$ cat src/rtl/hbus_pkg.sv
package hbus_pkg;

    typedef struct packed {
        logic [1:0] cs_n;
        logic       ds_n;
        logic       rw_n;
    } strobe_t;

    typedef struct packed {
        logic ok;
        logic sel;
    } bank_t;

    function automatic logic rd_active(strobe_t s, logic intel);
        return intel ? !s.ds_n : (!s.ds_n && s.rw_n);
    endfunction

    function automatic logic wr_active(strobe_t s, logic intel);
        return intel ? !s.rw_n : (!s.ds_n && !s.rw_n);
    endfunction

    function automatic bank_t bank_of(logic [1:0] cs_n);
        bank_t b;
        case (cs_n)
            2'b10:   b = '{ok: 1'b1, sel: 1'b0};
            2'b01:   b = '{ok: 1'b1, sel: 1'b1};
            default: b = '{ok: 1'b0, sel: 1'b0};
        endcase
        return b;
    endfunction

endpackage

$ cat src/rtl/hbus_strobe_front.sv
module hbus_strobe_front
    import hbus_pkg::*;
#(
    parameter int SYNC_STAGES = 2
) (
    input  logic    clk,
    input  logic    rst,
    input  logic    sync_mode,
    input  strobe_t raw,
    output strobe_t eff
);

    strobe_t chain [SYNC_STAGES];

    always_ff @(posedge clk) begin
        if (rst) begin
            for (int i = 0; i < SYNC_STAGES; i++) chain[i] <= '1;
        end else begin
            chain[0] <= raw;
            for (int i = 1; i < SYNC_STAGES; i++) chain[i] <= chain[i-1];
        end
    end

    assign eff = sync_mode ? chain[SYNC_STAGES-1] : raw;

endmodule

$ cat src/rtl/hbus_addr_latch.sv
module hbus_addr_latch #(
    parameter int ADDR_W = 12,
    parameter int DATA_W = 8
) (
    input  logic              clk,
    input  logic              rst,
    input  logic              intel_mode,
    input  logic              as_n,
    input  logic [ADDR_W-1:0] addr_in,
    input  logic [DATA_W-1:0] ad_in,
    output logic [ADDR_W-1:0] addr_q
);

    localparam int HI_W = ADDR_W - DATA_W;

    logic as_q;
    logic [ADDR_W-1:0] next_addr;

    assign next_addr = intel_mode ? {addr_in[ADDR_W-1 -: HI_W], ad_in} : addr_in;

    always_ff @(posedge clk) begin
        if (rst) begin
            as_q   <= 1'b1;
            addr_q <= '0;
        end else begin
            as_q <= as_n;
            if (as_q && !as_n) addr_q <= next_addr;
        end
    end

    // with the strobe high, the address is held over the next edge
    a_r2_addr_hold: assert property (@(posedge clk) disable iff (rst)
        as_n |=> $stable(addr_q));

endmodule

$ cat src/rtl/hbus_reg_bank.sv
module hbus_reg_bank #(
    parameter int DATA_W = 8,
    parameter int REG_AW = 4
) (
    input  logic              clk,
    input  logic              rst,
    input  logic              we,
    input  logic [REG_AW-1:0] idx,
    input  logic [DATA_W-1:0] wdata,
    output logic [DATA_W-1:0] rdata
);

    localparam int DEPTH = 1 << REG_AW;

    logic [DATA_W-1:0] mem [DEPTH];

    always_ff @(posedge clk) begin
        if (rst) begin
            for (int i = 0; i < DEPTH; i++) mem[i] <= '0;
        end else if (we) begin
            mem[idx] <= wdata;
        end
    end

    assign rdata = mem[idx];

endmodule

$ cat src/rtl/hbus_if.sv
module hbus_if
    import hbus_pkg::*;
#(
    parameter int ADDR_W      = 12,
    parameter int DATA_W      = 8,
    parameter int REG_AW      = 4,
    parameter int SYNC_STAGES = 2
) (
    input  logic              clk,
    input  logic              rst,
    input  logic              sync_mode,
    input  logic              intel_mode,
    input  logic              as_n,
    input  logic [1:0]        cs_n,
    input  logic              ds_n,
    input  logic              rw_n,
    input  logic [ADDR_W-1:0] addr_in,
    input  logic [DATA_W-1:0] ad_in,
    output logic [DATA_W-1:0] ad_out,
    output logic              ad_oe,
    output logic [ADDR_W-1:0] reg_addr,
    output logic              wr_stb,
    output logic              wr_bank,
    output logic [DATA_W-1:0] wr_data
);

    localparam int NBANK = 2;

    strobe_t raw_s, eff_s;
    bank_t   raw_bank, eff_bank;
    logic    wr_now, wr_prev, fire;
    logic [DATA_W-1:0] hold_data, fire_data;
    logic [DATA_W-1:0] rdata [NBANK];

    assign raw_s = {cs_n, ds_n, rw_n};

    hbus_strobe_front #(.SYNC_STAGES(SYNC_STAGES)) u_front (
        .clk(clk), .rst(rst), .sync_mode(sync_mode), .raw(raw_s), .eff(eff_s)
    );

    hbus_addr_latch #(.ADDR_W(ADDR_W), .DATA_W(DATA_W)) u_addr (
        .clk(clk), .rst(rst), .intel_mode(intel_mode), .as_n(as_n),
        .addr_in(addr_in), .ad_in(ad_in), .addr_q(reg_addr)
    );

    assign eff_bank = bank_of(eff_s.cs_n);
    assign raw_bank = bank_of(cs_n);
    assign wr_now   = wr_active(eff_s, intel_mode) && eff_bank.ok;

    // commit point: first sampled assertion, or release while still selected
    always_comb begin
        if (sync_mode) begin
            fire      = wr_now && !wr_prev;
            fire_data = ad_in;
        end else begin
            fire      = wr_prev && !wr_active(eff_s, intel_mode) && eff_bank.ok;
            fire_data = hold_data;
        end
    end

    always_ff @(posedge clk) begin
        if (rst) begin
            wr_prev   <= 1'b0;
            hold_data <= '0;
            wr_stb    <= 1'b0;
            wr_bank   <= 1'b0;
            wr_data   <= '0;
        end else begin
            wr_prev <= wr_now;
            if (wr_now) hold_data <= ad_in;
            wr_stb <= fire;
            if (fire) begin
                wr_bank <= eff_bank.sel;
                wr_data <= fire_data;
            end
        end
    end

    for (genvar b = 0; b < NBANK; b++) begin : g_bank
        hbus_reg_bank #(.DATA_W(DATA_W), .REG_AW(REG_AW)) u_bank (
            .clk(clk), .rst(rst),
            .we(wr_stb && (wr_bank == 1'(b))),
            .idx(reg_addr[REG_AW-1:0]),
            .wdata(wr_data),
            .rdata(rdata[b])
        );
    end

    assign ad_oe  = rd_active(raw_s, intel_mode) && raw_bank.ok;
    assign ad_out = ad_oe ? rdata[raw_bank.sel] : '0;

    // a commit is never longer than one cycle
    a_r7_one_pulse: assert property (@(posedge clk) disable iff (rst)
        wr_stb |=> !wr_stb);

    // no commit follows a cycle with no effective chip select
    a_r4_idle_no_commit: assert property (@(posedge clk) disable iff (rst)
        $past(&eff_s.cs_n) |-> !wr_stb);

    // both selects low never drives the lane
    a_r5_contention_quiet: assert property (@(posedge clk) disable iff (rst)
        (cs_n == 2'b00) |-> !ad_oe);

    // reset leaves no pulse behind
    a_r1_reset_quiet: assert property (@(posedge clk)
        $past(rst) |-> !wr_stb);

endmodule

$ cat config.mk
export PLATFORM = sky130hd
export DESIGN_NAME = hbus_if
export DESIGN_NICKNAME = d
export VERILOG_FILES = /design/src/rtl/hbus_pkg.sv /design/src/rtl/hbus_strobe_front.sv /design/src/rtl/hbus_addr_latch.sv /design/src/rtl/hbus_reg_bank.sv /design/src/rtl/hbus_if.sv
export SDC_FILE = /design/constraint.sdc
export NUM_CORES = 1
export LEC_CHECK = 0
export BUFFER_PORTS_ARGS = -buffer_cell sky130_fd_sc_hd__buf_2
export CORE_MARGIN = 2
export CORE_UTILIZATION = 40
export DETAILED_ROUTE_END_ITERATION = 8
export PLACE_DENSITY_LB_ADDON = 0.12
export SLEW_MARGIN = 20
export SYNTH_ARGS = -nofsm -noshare
export SYNTH_HDL_FRONTEND = slang
export SYNTH_HIERARCHICAL = 1
export SYNTH_SLANG_ARGS = --single-unit
$ cat constraint.sdc
create_clock -name clk -period 3.1 [get_ports clk]
set_clock_uncertainty 0.15 [all_clocks]
set_input_delay 0.465 -clock clk [delete_from_list [all_inputs] [get_ports clk]]
set_output_delay 0.465 -clock clk [all_outputs]
set_load 0.01 [all_outputs]
==> results.py <==
metrics = {
    "sta": {
        "timing_worst_slew_pin_value_ps": 969,
        "finalSetupViolations": 7,
        "period_needed_ps": 3210,
        "max_clock_freq_mhz": 311,
        "max_slew_margin_pct": 34.9,
        "rsz0062_at_grt": "yes",
        "fin_crit_sh_pct": 104,
        "post-route-worst-setup-slack_ps": -115,
        "final_max_slew_viol_count": 0,
        "finalHoldWorstSlack_ps": 23.2,
        "finalHoldViolCount": 0,
    },
    "critical_path": {
        "critical-path-slowest-cell": "sky130_fd_sc_hd__mux4_2",
        "family_of_cells_with_the_greatest_summed_delay_on_the_critical_path": "multiplexers",
        "worstPathBufferInverterCount": 3,
        "cp_cell_sequence": "buf_12 -> buf_16 -> mux4_2 -> a22oi_2 -> nand2_1 -> mux2i_1 -> nor2_2 -> buf_2",
        "critical_path_class": "reg -> out",
        "worstPathArrival_ps": 2600,
        "worst-path-max-fanout": 6,
        "critical-path-max-stage-delay_ps": 530,
        "cp.required_ps": 2480,
        "crit_path_end_kind": "output pin",
        "setup.worst_path.start_class": "flip-flop",
    },
    "synth": {
        "post-synth-top-count-cell": "sky130_fd_sc_hd__and2_1",
        "yosys_most_used_dff": "sky130_fd_sc_hd__edfxtp_1",
        "ys.warnings.count": 6,
        "post_synth_inst_count": 939,
        "post_synth_main_area_contributors": "sky130_fd_sc_hd__edfxtp_1, sky130_fd_sc_hd__and2_1, sky130_fd_sc_hd__mux4_2",
        "yosys.area.top_type_share_pct": 56.6,
        "ys_seq_area_share_pct": 62.5,
        "synth.avg_cell_area_um2": 14.5,
        "ys_ff_latch": 296,
        "mappedNetlistNets": 970,
        "syn_std_cell_area_mm2": 0.0136,
        "postSynth.asyncResetShare_pct": 0,
        "post-synth-top-area-cell": "sky130_fd_sc_hd__edfxtp_1",
        "synth_edf_count": 256,
        "synthTopCellsByCount": "sky130_fd_sc_hd__and2_1, sky130_fd_sc_hd__edfxtp_1, sky130_fd_sc_hd__mux4_2",
        "ys_types": 38,
    },
    "layout": {
        "layout.cells.non_filler": 1546,
        "drive_above_1_share_pct": 33.5,
        "fill_cells": 2899,
        "postLayoutCellArea_mm2": 0.0164,
        "design.final.nets": 1102,
        "flow.area_growth_from_synthesis_pct": 20.8,
    },
    "global_routing": {
        "grt_start_max_net_pins": 40,
        "groute.usage.overall_pct": 20.8,
        "wire_length_of_the_first_global_routing_pass_um": 54100,
        "via_count_of_the_first_global_routing_pass": 8262,
        "grt_overflow": 0,
        "grt_antenna_before_repair": 0,
    },
    "clock_tree": {
        "cts.path.max_buffers": 3,
        "cts-hold-fix-buffers": 0,
        "clock_latency_ps": 510,
        "clock_net_sink_count": 296,
        "root_buf_cell": "sky130_fd_sc_hd__clkbuf_16",
        "cts_htree_levels": 2,
        "tritoncts_clock_tree": "yes",
        "cts_made_buffers": 35,
        "worst_setup_hold_path_clk_slew_ps": 60,
    },
    "pwr": {
        "power_per_cell_area_mw_per_mm2": 568,
        "peak_supply_drop_mv": 0.369,
        "total_leakage_power_nw": 6.14,
    },
    "hold_path": {
        "timing.hold.worst.class": "in -> reg",
    },
    "route": {
        "totalWireLength_um": 36200,
        "ant_nets": 0,
        "vias_per_cell": 5.20,
        "drt_pass1_iterations": 4,
        "remaining_drc_errors": 0,
        "drt_iter0_drc": 573,
        "num_vias": 8046,
        "routedWlPerCell_um": 23.4,
    },
    "placed_design": {
        "placement.cell_area_mm2": 0.0147,
        "total_instance_count_after_detailed_placement": 1455,
        "preCtsSetupSlack_ps": 275,
        "port_buffers": 59,
        "place.gp.congestion": 0.781,
        "dpl.hpwl_um": 22700,
    },
    "die": {
        "initial_utilization_pct": 40.6,
        "top_level_ports": 60,
        "std_cell_core_area_mm2": 0.0334,
        "floorplan.die_area_mm2": 0.0354,
        "floorplan.die.height_um": 188,
        "die_w_um": 188,
        "std_cell_rows": 67,
    },
    "run": {
        "cap_violations": 0,
    },
    "status": {
        "failed_checks": "setup timing",
        "run_status": "complete, but fails checks",
    },
}
==> worst reg2reg max path, cell delays in order (launching register included) <==
cell and delay (ps):
sky130_fd_sc_hd__dfxtp_1 630, sky130_fd_sc_hd__nand4bb_1 280, sky130_fd_sc_hd__nor3_1 800, sky130_fd_sc_hd__or2_2 390
==> registers in the layout, indices dropped and copies added, names as in the netlist <==
signal and count:
wr_data 8, wr_stb 1, u_front/chain 8, u_addr/addr_q 12, g_bank.u_bank/mem 256, wr_bank 1, u_addr/as_q 1, hold_data 8
wr_prev 1
==> final timing paths <==
kind                            start                          to  slack, ps  depth (start not counted)
setup / recovery     u_addr/addr_q[0]                   ad_out[5]       -110                          8
hold / removal                cs_n[1]         u_front/chain[0][3]         20                          2
setup reg to reg     u_addr/addr_q[3]  g_bank[1].u_bank/mem[8][5]        540                          3
hold reg to reg   u_front/chain[0][0]         u_front/chain[0][4]        250                          1
==> layer usage <==
layer	wire length [um]	vias up	track usage, %
li1	-	3717	-
met1	16500	4073	29.9
met2	17300	210	33.2
met3	1740	46	2.98
met4	688	0	5.36
met5	0	-	0
==> power breakdown <==
group / internal (mW) / leakage, nW / total (mW) / switching [mW]
Combinational: 0.422 / 2.64 / 0.942 / 0.520
Sequential: 4.45 / 2.97 / 4.53 / 0.0751
Clock: 2.26 / 0.530 / 3.84 / 1.58
==> metrics by stage <==
step	power, mW	TNS, ps	utilization [%]
2_1_floorplan	5.07	0	-
3_3_place_gp	5.39	0	43.9
3_5_place_dp	5.39	0	43.9
4_1_cts	9.40	-543	48.7
5_1_grt	9.62	-969	49.1
6_report	9.31	-393	49.1
==> placed cells by master, fill, tap and decap left out, types with 9 or more instances in the layout <==
cell / instances
sky130_fd_sc_hd__and2_1: 259
sky130_fd_sc_hd__edfxtp_1: 256
sky130_fd_sc_hd__mux4_2: 64
sky130_fd_sc_hd__buf_4: 62
sky130_fd_sc_hd__buf_2: 59
sky130_fd_sc_hd__nor2_1: 38
sky130_fd_sc_hd__clkbuf_16: 38
sky130_fd_sc_hd__or2_2: 37
sky130_fd_sc_hd__dfxtp_1: 37
sky130_fd_sc_hd__a22oi_2: 23
sky130_fd_sc_hd__nand2_1: 23
sky130_fd_sc_hd__a21oi_1: 20
sky130_fd_sc_hd__mux2i_1: 15
sky130_fd_sc_hd__nor2_2: 15
sky130_fd_sc_hd__nor3_1: 14
sky130_fd_sc_hd__inv_1: 11
sky130_fd_sc_hd__buf_12: 10
sky130_fd_sc_hd__clkinv_2: 9
sky130_fd_sc_hd__buf_16: 9
sky130_fd_sc_hd__a22oi_1: 9
==> cell families after synthesis <==
kind of cell               synth area share (%)
adders and majority gates                 0.184
buffers and inverters                      2.32
AOI/OAI and AO/OA                          4.15
DFF                                        62.5
and+or+nand+nor                            18.6
muxes                                      12.2
==> area by class of cell <==
type                    count  area [um2]  share of cell area [%]
inverters                  11        41.3                   0.252
well taps                 448         561                    3.42
multi-input cells         580        4930                    30.0
repair buffers            147        1310                    7.95
clock inverters            21         131                   0.801
flip-flops and latches    296        8500                    51.8
diodes                      1        2.50                  0.0152
clock buffers              42         945                    5.76
==> timing repair <==
item,CTS,global route
pin swaps,15,8
gates resized for setup,48,8
cloned,6,1
endpoints found under the setup margin,8,8
setup buffers,17,4
No activity file was read; power rests on OpenSTA's default activity.
